`src/rtl/scl_clkgen_pkg.sv`:
```
package scl_clkgen_pkg;
    typedef enum logic [1:0] {
        PH_IDLE = 2'd0,
        PH_LOW  = 2'd1,
        PH_RISE = 2'd2,
        PH_HIGH = 2'd3
    } scl_phase_e;
endpackage

```
`src/rtl/scl_tick_gen.sv`:
```
module scl_tick_gen #(
    parameter int PRESC_W = 8
) (
    input  logic               clk,
    input  logic               rst_n,
    input  logic               clr,
    input  logic [PRESC_W-1:0] div,
    output logic               tick
);
    localparam logic [PRESC_W-1:0] ONE = PRESC_W'(1);

    logic [PRESC_W-1:0] pcnt_q;

    // Tick in the last cycle of each group of div cycles
    assign tick = (pcnt_q == div - ONE);

    always_ff @(posedge clk or negedge rst_n) begin
        if (!rst_n)
            pcnt_q <= '0;
        else if (clr || tick)
            pcnt_q <= '0;
        else
            pcnt_q <= pcnt_q + ONE;
    end
endmodule

```
`src/rtl/scl_line_filter.sv`:
```
module scl_line_filter #(
    parameter int FILT_W = 3
) (
    input  logic              clk,
    input  logic              rst_n,
    input  logic              line_in,
    input  logic [FILT_W-1:0] need,
    output logic              line_high
);
    localparam logic [FILT_W-1:0] RUN_MAX = '1;

    logic              sync1_q, sync2_q;
    logic [FILT_W-1:0] run_q;

    always_ff @(posedge clk or negedge rst_n) begin
        if (!rst_n) begin
            sync1_q <= 1'b0;
            sync2_q <= 1'b0;
            run_q   <= '0;
        end else begin
            sync1_q <= line_in;
            sync2_q <= sync1_q;
            if (!sync2_q)
                run_q <= '0;
            else if (run_q != RUN_MAX)
                run_q <= run_q + FILT_W'(1);
        end
    end

    assign line_high = (run_q >= need);
endmodule

```
`src/rtl/scl_clkgen.sv`:
```
module scl_clkgen
    import scl_clkgen_pkg::*;
#(
    parameter int PRESC_W = 8,
    parameter int CNT_W   = 8,
    parameter int FILT_W  = 3,
    parameter int TO_W    = 12
) (
    input  logic               clk,
    input  logic               rst_n,
    input  logic               enable,
    input  logic [PRESC_W-1:0] presc_div,
    input  logic [CNT_W-1:0]   low_cnt,
    input  logic [CNT_W-1:0]   high_cnt,
    input  logic [FILT_W-1:0]  filt_len,
    input  logic [TO_W-1:0]    stretch_limit,
    input  logic               scl_in,
    output logic               scl_drive_low,
    output logic               strobe_low_start,
    output logic               strobe_high_mid,
    output logic               stretch_err
);
    localparam logic [CNT_W-1:0] CNT_ONE = CNT_W'(1);
    localparam logic [TO_W-1:0]  TO_ONE  = TO_W'(1);

    scl_phase_e        state_q, state_d;
    logic              tick, clr, line_high;
    logic [CNT_W-1:0]  cnt_q;
    logic [TO_W-1:0]   to_q;
    logic              low_done, high_done, to_hit, mid_hit;

    assign clr = (state_d != state_q) || (state_q == PH_IDLE);

    scl_tick_gen #(.PRESC_W(PRESC_W)) u_tick (
        .clk   (clk),
        .rst_n (rst_n),
        .clr   (clr),
        .div   (presc_div),
        .tick  (tick)
    );

    scl_line_filter #(.FILT_W(FILT_W)) u_filt (
        .clk       (clk),
        .rst_n     (rst_n),
        .line_in   (scl_in),
        .need      (filt_len),
        .line_high (line_high)
    );

    assign low_done  = tick && (cnt_q == low_cnt - CNT_ONE);
    assign high_done = tick && (cnt_q == high_cnt - CNT_ONE);
    assign mid_hit   = tick && (cnt_q == ((high_cnt - CNT_ONE) >> 1));
    assign to_hit    = (state_q == PH_RISE) && !line_high && tick
                       && (to_q == stretch_limit - TO_ONE);

    // Next-state logic
    always_comb begin
        state_d = state_q;
        unique case (state_q)
            PH_IDLE: if (enable && !stretch_err) state_d = PH_LOW;
            PH_LOW:  if (low_done)               state_d = PH_RISE;
            PH_RISE: begin
                if (line_high)   state_d = PH_HIGH;
                else if (to_hit) state_d = PH_IDLE;
            end
            PH_HIGH: if (high_done) state_d = enable ? PH_LOW : PH_IDLE;
            default: state_d = PH_IDLE;
        endcase
    end

    // State register and phase counters
    always_ff @(posedge clk or negedge rst_n) begin
        if (!rst_n) begin
            state_q <= PH_IDLE;
            cnt_q   <= '0;
            to_q    <= '0;
        end else begin
            state_q <= state_d;
            if (state_d != state_q) begin
                cnt_q <= '0;
                to_q  <= '0;
            end else if (tick) begin
                cnt_q <= cnt_q + CNT_ONE;
                to_q  <= to_q + TO_ONE;
            end
        end
    end

    // Registered outputs
    always_ff @(posedge clk or negedge rst_n) begin
        if (!rst_n) begin
            scl_drive_low    <= 1'b0;
            strobe_low_start <= 1'b0;
            strobe_high_mid  <= 1'b0;
            stretch_err      <= 1'b0;
        end else begin
            scl_drive_low    <= (state_d == PH_LOW);
            strobe_low_start <= (state_d == PH_LOW) && (state_q != PH_LOW);
            strobe_high_mid  <= (state_q == PH_HIGH) && mid_hit;
            if (to_hit)
                stretch_err <= 1'b1;
            else if (!enable)
                stretch_err <= 1'b0;
        end
    end
endmodule

```
`config.mk`:
```
export PLATFORM = sky130hd
export DESIGN_NAME = scl_clkgen
export DESIGN_NICKNAME = d
export VERILOG_FILES = /design/src/rtl/scl_clkgen_pkg.sv /design/src/rtl/scl_tick_gen.sv /design/src/rtl/scl_line_filter.sv /design/src/rtl/scl_clkgen.sv
export SDC_FILE = /design/constraint.sdc
export NUM_CORES = 1
export LEC_CHECK = 0
export BUFFER_PORTS_ARGS = -buffer_cell sky130_fd_sc_hd__buf_4
export CAP_MARGIN = 20
export CORE_AREA = 2 2 88 90
export DETAILED_ROUTE_END_ITERATION = 12
export DIE_AREA = 0 0 90 92
export GPL_TIMING_DRIVEN = 1
export HOLD_SLACK_MARGIN = 0.06
export PLACE_DENSITY = 0.62
export SLEW_MARGIN = 20
export SYNTH_ARGS = -nofsm -noshare
export SYNTH_HDL_FRONTEND = slang
export SYNTH_SLANG_ARGS = --single-unit
```
`constraint.sdc`:
```
create_clock -name clk -period 4.4 [get_ports clk]
set_input_delay 0.44 -clock clk [delete_from_list [all_inputs] [get_ports clk]]
set_output_delay 0.44 -clock clk [all_outputs]
set_load 0.02 [all_outputs]
```
==> results of run 1 <==
-- Yosys cell counts (3+ instances only) --
cell type,instances
xnor2_1,45
dfrtp_1,39
xor2_1,28
inv_1,23
nand2_1,23
nor2_1,22
nor2_2,18
ha_1,12
nand3_1,12
nand4_1,11
nor3_1,10
a21oi_1,9
clkbuf_1,9
and3_1,8
nor2b_1,6
nor4_1,6
or4_1,6
nand2b_1,5
nor3b_1,4
o21ai_0,4
a211oi_1,3
and2_1,3
mux2i_1,3
o21a_1,3
-- registers in the layout (all words and copies together) (netlist names) --
signal / flops
cnt_q: 8
u_filt.run_q: 3
to_q: 12
strobe_high_mid: 1
u_filt.sync1_q: 1
state_q: 2
stretch_err: 1
u_tick.pcnt_q: 8
strobe_low_start: 1
u_filt.sync2_q: 1
scl_drive_low: 1
-- worst paths after layout --
| check | end | depth (start not counted) |
|---|---|---|
| worst max-delay path | to_q[5]$_DFFE_PN0P_ | 10 |
| worst min-delay path | u_filt.sync1_q$_DFF_PN0_ | 1 |
| worst max register to register | to_q[5]$_DFFE_PN0P_ | 7 |
| worst min register to register | u_filt.sync2_q$_DFF_PN0_ | 0 |
| max in group asynchronous | to_q[5]$_DFFE_PN0P_ | 1 |
| min in group clk | u_filt.sync1_q$_DFF_PN0_ | 1 |
-- cell type report --
| cell class | instances | area, sq um |
|---|---|---|
| inverters | 23 | 86.33 |
| multi-input cells | 287 | 2107 |
| flip-flops and latches | 39 | 975.9 |
| clock buffers | 7 | 86.33 |
| repair buffers | 47 | 352.8 |
| well taps | 102 | 127.6 |
| clock inverters | 1 | 8.758 |
| fillers | 758 | 3702 |
-- routing by layer --
layer	wire length (um)	part of all wire (%)	vias to the layer above	global-route usage, %
met5	0	0	-	0
met4	63	0.89	0	3.846
met3	162	2.3	6	3.451
met2	3406	48	25	29.64
met1	3444	49	1278	24.00
li1	-	-	1349	-
-- cell families (layout without fill, tap and decap cells) --
logic type      Yosys count  after routing  synth area share, %
fa+ha+maj                12             12                4.630
compound gates           47             47                10.88
xor+xnor                 75             75                21.10
simple gates            149            149                27.08
mux                       4              4                1.273
flops                    39             39                30.09
buf+inv                  38             78                4.938
-- worst max-delay path, delay by kind of cell --
family | cells | cell delay (ns)
compound gates | 1 | 0.56
xor+xnor | 1 | 0.17
fa+ha+maj | 1 | 0.23
buf+inv | 2 | 0.18
simple gates | 5 | 1.49
-- report_power, final --
part	switching [mW]	leakage, nW	total [mW]	internal [mW]
Combinational	0.151	1.10	0.311	0.160
Clock	0.125	0.0484	0.253	0.128
Sequential	0.0758	0.509	0.484	0.408
Total	0.352	1.66	1.05	0.697
==> summary.txt, run 1 <==
Critical path
  – CP max FO: 20
  – CP required: ~4.6 ns
  – Reg2reg setup slack: between 1.5 and 2 ns
  – RR Startpoint: u_tick.pcnt_q[6]$_DFF_PN0_
  – Crit path launch: high_cnt[0]
  – Worst Setup Start Kind: input port
  – CP max stage cell: a211o_2
  – Delay of the slowest critical-path stage: 0.56 ns
  – Worst path arrival time: 3.07 ns
  – Setup CP Type: in2reg
  – Crit. End Element: flop
  – Crit-path cells: buf_4 > inv_1 > ha_1 > nor3b_1 > xnor2_1 > nand4_1 > or4_4 > nor4b_4 > a211o_2 > nor2_2

Clocking
  – Clock slew at reported path FFs: 0.08 ns
  – Hold buffer count at CTS: 0
  – Clock root buffer master: clkbuf_8
  – Clock tree buffer depth: 2
  – Total CTS buffers: 5
  – Skew-Pair Late Insertion Delay: roughly 0.29 ns
  – CTS H-Tree Depth: 2
  – # resized after CTS: 0
  – CTS Sinks: 39
  – CTS tree: done
  – Total setup buffers inserted after CTS: 0

Die
  – Starting Density: between 40% and 50%
  – Std cell rows: 32
  – IO Pins: 47
  – Die ar.: approximately 8300 sq um
  – Core area: 7447 sq um
  – Die width: 90 um
  – Die H: 92 um

Layout
  – Commonest non-fill, non-tap cell in the layout: buf_4
  – Core Util, Final: ~50%
  – Ant. Diodes: 0
  – Final nets: ~460
  – Final Non-Filler Cells: 506
  – Finished Cell Area: about 3700 sq um
  – Share of layout cells above drive strength 1: between 20% and 30%
  – Area growth from synthesis to layout: 15.47%
  – Most frequent cells in the layout: buf_4, xnor2_1, dfrtp_1

Yosys
  – Sequential area share after synthesis: between 30% and 40%
  – Post-synthesis cell area: ~3200 sq um
  – Mapped Avg Cell Area: 8.910 sq um
  – Number of standard cells after synthesis: roughly 360
  – Cell taking the most area after synthesis: dfrtp_1
  – Post-synth top area share: 30.09%
  – Ys async rst share: 100.0%
  – Syn Nets: 419
  – Synth area leaders: dfrtp_1, xnor2_1, xor2_1, ha_1, nor2_2
  – Yosys cell types: between 60 and 70
  – Top_reg_cell synth: dfrtp_1
  – Post-synth EDFFs: 0
  – YS warnings: 0
  – Synthesized flop and latch total: 39

Drt
  – Final ANT Viol Nets: 0
  – Vias: between 2000 and 3000
  – Drt pass-1 iters: 4
  – # DRC: 0
  – DR WL/cell: between 10 and 15 um
  – WL final: 7.077 mm
  – Drt initial violations: roughly 130
  – Via/cell ratio: 5.253

Placement
  – Post-DP Area: around 3600 sq um
  – Dpl ws: around 1.2 ns
  – Routability cong.: ~0.83
  – Placed Instances: 498
  – DP HPWL: ~5.4 mm
  – Port bufs: 46

Timing
  – Total negative setup slack: 0 ns
  – Unrepaired setup endpoints after global routing: false
  – Final min period: ~2.9 ns
  – Hold Slack: between 0.1 and 0.15 ns
  – Layout Skew: ~0.007 ns
  – Pins Over Slew Limit: 0
  – Setup slack after layout: approximately 1.5 ns
  – Slew margin rel.: approximately half
  – Peak Freq: 343.0 MHz
  – # setup viols final: 0
  – Hold Vio Cnt, Final: 0
  – Crit share post-route: between 60% and 70%
  – Worst Tran Pin Value: around 0.77 ns

Power
  – Power Density: between 200 and 300 nW/um^2
  – Worst vdd ir: roughly 0.15 mV
  – Pleak: about 1.7 nW
  – Total power: 1.048 mW

Global route
  – GRT overflow: 0
  – Pin count of the biggest net entering global routing: 40
  – First-pass GRT wire length: 12.13 mm
  – Initial antenna violation count: 0
  – Vias in the first global route: about 2500
  – Total track usage: between 15 and 20%

Status
  – Status: finished, final reports clean

Hold path
  – Min-Delay Path Class: in2async

Run
  – Max Cap Viol: 0
No activity file was read; power rests on OpenSTA's default activity.
==> run 2: changes to the inputs <==
--- a/config.mk
+++ b/config.mk
@@ -12,7 +12,7 @@
 export DIE_AREA = 0 0 90 92
 export GPL_TIMING_DRIVEN = 1
 export HOLD_SLACK_MARGIN = 0.06
-export PLACE_DENSITY = 0.62
+export PLACE_DENSITY = 0.65
 export SLEW_MARGIN = 20
 export SYNTH_ARGS = -nofsm -noshare
 export SYNTH_HDL_FRONTEND = slang
==> constraint.sdc (replaced) <==
create_clock -name clk -period 2.6 [get_ports clk]
set_input_delay 0.26 -clock clk [delete_from_list [all_inputs] [get_ports clk]]
set_output_delay 0.26 -clock clk [all_outputs]
set_load 0.02 [all_outputs]
==> run 2 against run 1 <==
  * Non-clock buffer count increased by 35
  * Clock skew decreased by 0.00055 ns
  * Cell count increased by 6.9%
  * Clock power increased by 61%
  * Highest routed layer unchanged
==> summary.txt, run 2 (synthesis gave the netlist of run 1 again) <==
Critical path
  – CP max FO: 14
  – CP required: about 2.8 ns
  – Setup CP Type: reg2reg
  – Worst path arrival time: between 2 and 3 ns
  – Crit. End Element: flop
  – Worst Setup Start Kind: flop

Die
  – IO Pins: 47
  – Die H: about 92 um
  – Std cell rows: 32
  – Die width: 90 um
  – Die ar.: slightly above 8000 sq um
  – Starting Density: 43.55%
  – Core area: between 7000 and 8000 sq um

Power
  – Power Density: 450.8 nW/um^2
  – Psw: 0.6162 mW
  – Worst vdd ir: 0.4226 mV
  – Pleak: between 1.5 and 2 nW
  – Comb pwr share: approximately 33%
  – Sw frac: 34.04%
  – Seq pwr share: approximately 44%
  – Power Internal: around 1.2 mW
  – Clock share of power: about 23%
  – Total power: around 1.8 mW

Timing
  – Pins Over Slew Limit: 0
  – Setup slack after layout: around 0.19 ns
  – Hold Slack: around 0.2 ns
  – Layout Skew: between 0.006 and 0.007 ns
  – Hold Vio Cnt, Final: 0
  – Crit share post-route: between 90 and 100%
  – Worst Tran Pin Value: ~0.51 ns
  – Unrepaired setup endpoints after global routing: false
  – # setup viols final: 0
  – Peak Freq: 414.1 MHz
  – Slew margin rel.: 66.27%
  – Final min period: between 2 and 2.5 ns

Layout
  – Final Non-Filler Cells: around 540
  – Commonest non-fill, non-tap cell in the layout: buf_4
  – Largest Register: to_q
  – Most frequent cells in the layout: buf_4, xnor2_1, dfrtp_1
  – Final nets: 493
  – Top flop regs: to_q: 12 flops, cnt_q: 8 flops, u_tick.pcnt_q: 8 flops
  – FILL cells: about 740
  – Share of layout cells above drive strength 1: 26.65%
  – Max reg flops: 12
  – Area growth from synthesis to layout: 23.80%
  – Ant. Diodes: 0
  – Core Util, Final: between 50% and 60%

Drt
  – # DRC: 0
  – Drt pass-1 iters: 4
  – Final ANT Viol Nets: 0
  – Drt initial violations: just over 100
  – Via/cell ratio: around 5.1
  – DR WL/cell: 13.46 um
  – Vias: about 2800
  – WL final: between 7 and 8 mm

Clocking
  – CTS H-Tree Depth: 2
  – Clock tree buffer depth: 2
  – CTS Sinks: 39
  – Clock root buffer master: clkbuf_8
  – Clock slew at reported path FFs: 0.08 ns
  – Total CTS buffers: 5
  – CTS tree: done
  – Skew-Pair Late Insertion Delay: roughly 0.29 ns

Global route
  – Initial antenna violation count: 0
  – Total track usage: a little under a fifth
  – Vias in the first global route: 2747
  – GRT overflow: 0
  – Pin count of the biggest net entering global routing: 40
  – First-pass GRT wire length: 12.63 mm

Run
  – Max Cap Viol: 0

Placement
  – DP HPWL: 5.750 mm
  – Routability cong.: between 0.8 and 0.9
  – Port bufs: 46
  – Placed Instances: around 530
  – Dpl ws: -0.08190 ns

Status
  – Status: finished, final reports clean

Hold path
  – Min-Delay Path Class: in2reg
## run 2: changes by cell type in the layout (fill, tap and decap cells not counted), sizes merged
cell | previous run | this run
buf | 47 | 80
clkbuf | 7 | 6
clkinvlp | 0 | 1
dlygate4sd3 | 0 | 2
## run 2: layout make-up
class / instances / area, sq um / area share (%)
multi-input cells: 287 / 2107 / 52.48
clock buffers: 6 / 72.57 / 1.807
inverters: 23 / 86.33 / 2.150
clock inverters: 2 / 12.51 / 0.3116
repair buffers: 82 / 633.1 / 15.77
flip-flops and latches: 39 / 975.9 / 24.31
well taps: 102 / 127.6 / 3.179
## run 2: final timing paths
path,from,endpoint,slack [ns],depth (start not counted)
min in group asynchronous,rst_n,u_filt.sync2_q$_DFF_PN0_,0.48,2
worst min register to register,u_filt.sync1_q$_DFF_PN0_,u_filt.sync2_q$_DFF_PN0_,0.35,0
worst max register to register,u_tick.pcnt_q[7]$_DFF_PN0_,to_q[9]$_DFFE_PN0P_,0.19,8
max in group asynchronous,rst_n,to_q[7]$_DFFE_PN0P_,1.77,2
worst max-delay path,u_tick.pcnt_q[7]$_DFF_PN0_,to_q[9]$_DFFE_PN0P_,0.19,8
worst min-delay path,enable,stretch_err$_DFFE_PN0P_,0.20,3
## run 2: per-stage QoR
stage / cell area (sq um) / setup TNS (ns)
after floorplan: 3243 / 0
after detailed placement: 3910 / -1.528
after global placement: 3910 / -0.9770
after global routing: 4015 / 0
after CTS: 4005 / 0
final: 4015 / 0
## run 2: timing repair
item | CTS | global route
hold buffers | 1 | 1
endpoints found under the setup margin | 0 | 0
buffers inserted | 0 | 0
gates resized for setup | 0 | 0
endpoints found under the hold margin | 39 | 1
## run 2: power by group through the flow
stage                     combinational (mW)  clock (mW)  sequential (mW)
after floorplan                        0.404           0            0.780
after global placement                 0.584           0            0.807
after detailed placement               0.601           0            0.811
after CTS                              0.607       0.410            0.799
after global routing                   0.684       0.445            0.816
final                                  0.605       0.407            0.798
## run 2: critical path, stage by stage (launching register included)
cell,delay [ns]
dfrtp_1,0.40
xnor2_1,0.28
and4b_1,0.23
a311o_1,0.31
o211ai_2,0.34
o32ai_1,0.19
a211o_2,0.33
buf_12,0.17
nor2_2,0.10
## run 2: metal layers
layer | vias to the layer above | GRT usage [%] | part of all wire, % | wire [um]
li1 | 1422 | - | - | -
met1 | 1304 | 23.53 | 47 | 3410
met2 | 44 | 32.71 | 50 | 3629
met3 | 5 | 2.958 | 2.7 | 197
met4 | 0 | 3.846 | 0.58 | 42
met5 | - | 0 | 0 | 0
==> run 3: changes to the inputs <==
--- a/config.mk
+++ b/config.mk
@@ -12,7 +12,7 @@
 export DIE_AREA = 0 0 90 92
 export GPL_TIMING_DRIVEN = 1
 export HOLD_SLACK_MARGIN = 0.06
-export PLACE_DENSITY = 0.65
+export PLACE_DENSITY = 0.62
 export SLEW_MARGIN = 20
 export SYNTH_ARGS = -nofsm -noshare
 export SYNTH_HDL_FRONTEND = slang
==> constraint.sdc (replaced) <==
create_clock -name clk -period 3 [get_ports clk]
set_input_delay 0.3 -clock clk [delete_from_list [all_inputs] [get_ports clk]]
set_output_delay 0.3 -clock clk [all_outputs]
set_load 0.02 [all_outputs]
==> run 3 against run 2 <==
  * Non-clock buffer count down 24
  * Flip-flop and latch count unchanged
  * Sequential power down 12%
  * Combinational power down 21%
  * Critical path depth up 1
==> summary.txt, run 3 (synthesis gave the netlist of run 1 again) <==
Status
  – Status: finished, final reports clean

Layout
  – Largest Register: to_q
  – Final nets: 469
  – Max reg flops: 12
  – FILL cells: roughly 690
  – Commonest non-fill, non-tap cell in the layout: buf_4
  – Top flop regs: to_q: 12 flops, cnt_q: 8 flops, u_tick.pcnt_q: 8 flops
  – Share of layout cells above drive strength 1: roughly 23%
  – Ant. Diodes: 0
  – Area growth from synthesis to layout: 19.29%
  – Most frequent cells in the layout: buf_4, xnor2_1, dfrtp_1

Drt
  – Drt initial violations: between 90 and 100
  – Highest routed layer: met4
  – WL final: approximately 7 mm
  – Met2 Routed Length: ~3.5 mm
  – Met1 WL: around 3.2 mm
  – Drt pass-1 iters: 4
  – Vias: between 2000 and 3000
  – Routed met3 length: between 200 and 300 um
  – DR WL/cell: between 10 and 15 um
  – Via/cell ratio: ~5.3
  – # DRC: 0
  – Final ANT Viol Nets: 0

Clocking
  – Clock tree buffer depth: 2
  – Total setup buffers inserted after CTS: 0
  – CTS tree: done
  – CTS Sinks: 39
  – Skew-Pair Late Insertion Delay: 0.30 ns
  – Hold buffer count at CTS: 1
  – Total CTS buffers: 5
  – # resized after CTS: 0
  – Clock slew at reported path FFs: approximately 0.08 ns
  – CTS H-Tree Depth: 2
  – Clock root buffer master: clkbuf_8

Power
  – Clock share of power: 28.5%
  – Psw: about 0.53 mW
  – Total power: 1.648 mW
  – Power Density: ~430 nW/um^2
  – Seq pwr share: ~43%
  – Comb pwr share: 29.0%
  – Power Internal: ~1.1 mW
  – Worst vdd ir: between 0.3 and 0.4 mV
  – Pleak: 1.729 nW
  – Sw frac: between 30% and 40%

Critical path
  – Worst Setup Start Kind: input port
  – Worst path arrival time: about 2.7 ns
  – Setup CP Type: in2reg
  – Worst path bufs/invs: 2
  – CP delay by family, top: simple AND/OR/NAND/NOR gates
  – CP required: between 3 and 4 ns
  – Delay of the slowest critical-path stage: between 0.5 and 0.6 ns
  – CP max stage cell: or4_1
  – Most frequent CP cell: or4_1
  – CP max FO: 14
  – Crit. End Element: flop
  – Crit-path cells: buf_4 > or4_1 > or4_1 > xnor2_1 > nor4_1 > o2111a_1 > a211o_2 > buf_12 > nor2_2

Timing
  – Unrepaired setup endpoints after global routing: false
  – # setup viols final: 0
  – Slew margin rel.: 62.53%
  – Crit share post-route: 83.31%
  – Total negative setup slack: 0 ns
  – Final min period: 2.499 ns
  – Pins Over Slew Limit: 0
  – Layout Skew: slightly above 0.008 ns
  – Peak Freq: approximately 400 MHz
  – Hold Vio Cnt, Final: 0
  – Worst Tran Pin Value: ~0.56 ns

Run
  – Max Cap Viol: 0

Global route
  – First-pass GRT wire length: 12.70 mm
  – GRT overflow: 0
  – Vias in the first global route: about 2700
  – Initial antenna violation count: 0
  – Pin count of the biggest net entering global routing: 40
  – Total track usage: 18.54%

Die
  – Std cell rows: 32
  – Die width: 90 um
  – IO Pins: 47
  – Die H: a little over 90 um
  – Die ar.: about 8300 sq um
  – Starting Density: a little over two fifths
  – Core area: about 7400 sq um

Hold path
  – Min-Delay Path Class: in2reg

Placement
  – Routability cong.: a little over 0.8
  – Port bufs: 46
  – DP HPWL: around 5.6 mm
==> run 3: final cells by class <==
| type | instances | area, sq um | share of cell area, % |
|---|---|---|---|
| Clock buffer | 6 | 82.58 | 2.135 |
| Clock inverter | 2 | 38.79 | 1.003 |
| Inverter | 23 | 86.33 | 2.232 |
| Multi-Input combinational cell | 287 | 2107 | 54.46 |
| Sequential cell | 39 | 975.9 | 25.23 |
| Tap cell | 102 | 127.6 | 3.299 |
| Timing Repair Buffer | 58 | 450.4 | 11.64 |
==> run 3: power groups by stage <==
stage / Combinational, mW / Sequential [mW] / Clock (mW)
floorplan: 0.350 / 0.676 / 0
global placement: 0.467 / 0.709 / 0
detailed placement: 0.481 / 0.712 / 0
CTS: 0.485 / 0.703 / 0.480
global route: 0.546 / 0.721 / 0.506
finish: 0.477 / 0.702 / 0.469
==> run 3: per-layer routing <==
metal | vias up | global-route usage [%]
li1 | 1369 | -
met1 | 1291 | 24.21
met2 | 53 | 31.64
met3 | 10 | 3.615
met4 | 0 | 4.744
met5 | - | 0
==> run 3: worst paths after layout <==
check | start | end | slack, ns | cells past startpoint
worst max-delay path | stretch_limit[2] | to_q[7]$_DFFE_PN0P_ | 0.50 | 9
min in group asynchronous | rst_n | u_filt.run_q[1]$_DFFE_PN0P_ | 0.51 | 2
worst min-delay path | scl_in | u_filt.sync1_q$_DFF_PN0_ | 0.11 | 1
max in group asynchronous | rst_n | to_q[7]$_DFFE_PN0P_ | 2.14 | 2
worst max register to register | u_tick.pcnt_q[7]$_DFF_PN0_ | to_q[6]$_DFFE_PN0P_ | 0.51 | 8
worst min register to register | u_filt.sync1_q$_DFF_PN0_ | u_filt.sync2_q$_DFF_PN0_ | 0.35 | 0
==> run 3: stage by stage <==
| step | utilization, % | setup slack [ns] | instances | hold slack (ns) | instance area [sq um] |
|---|---|---|---|---|---|
| finish | 51.95 | 0.5008 | 517 | 0.1058 | 3869 |
| global route | 51.95 | 0.3532 | 517 | 0.08734 | 3869 |
| CTS | 51.95 | 0.5172 | 517 | 0.1001 | 3869 |
| detailed placement | 50.18 | 0.2266 | 508 | 0.3021 | 3737 |
| global placement | 50.18 | 0.2529 | 508 | 0.3026 | 3737 |
| floorplan | - | 0.4921 | 364 | 0.004409 | 3243 |
==> run 3: worst reg2reg max path, cell delays in order (launching register included) <==
cell      delay, ns
dfrtp_1        0.41
xnor2_1        0.28
and4b_1        0.23
a311o_1        0.30
o211ai_2       0.38
o32ai_1        0.17
a211o_2        0.36
buf_12         0.18
nor2_2         0.11
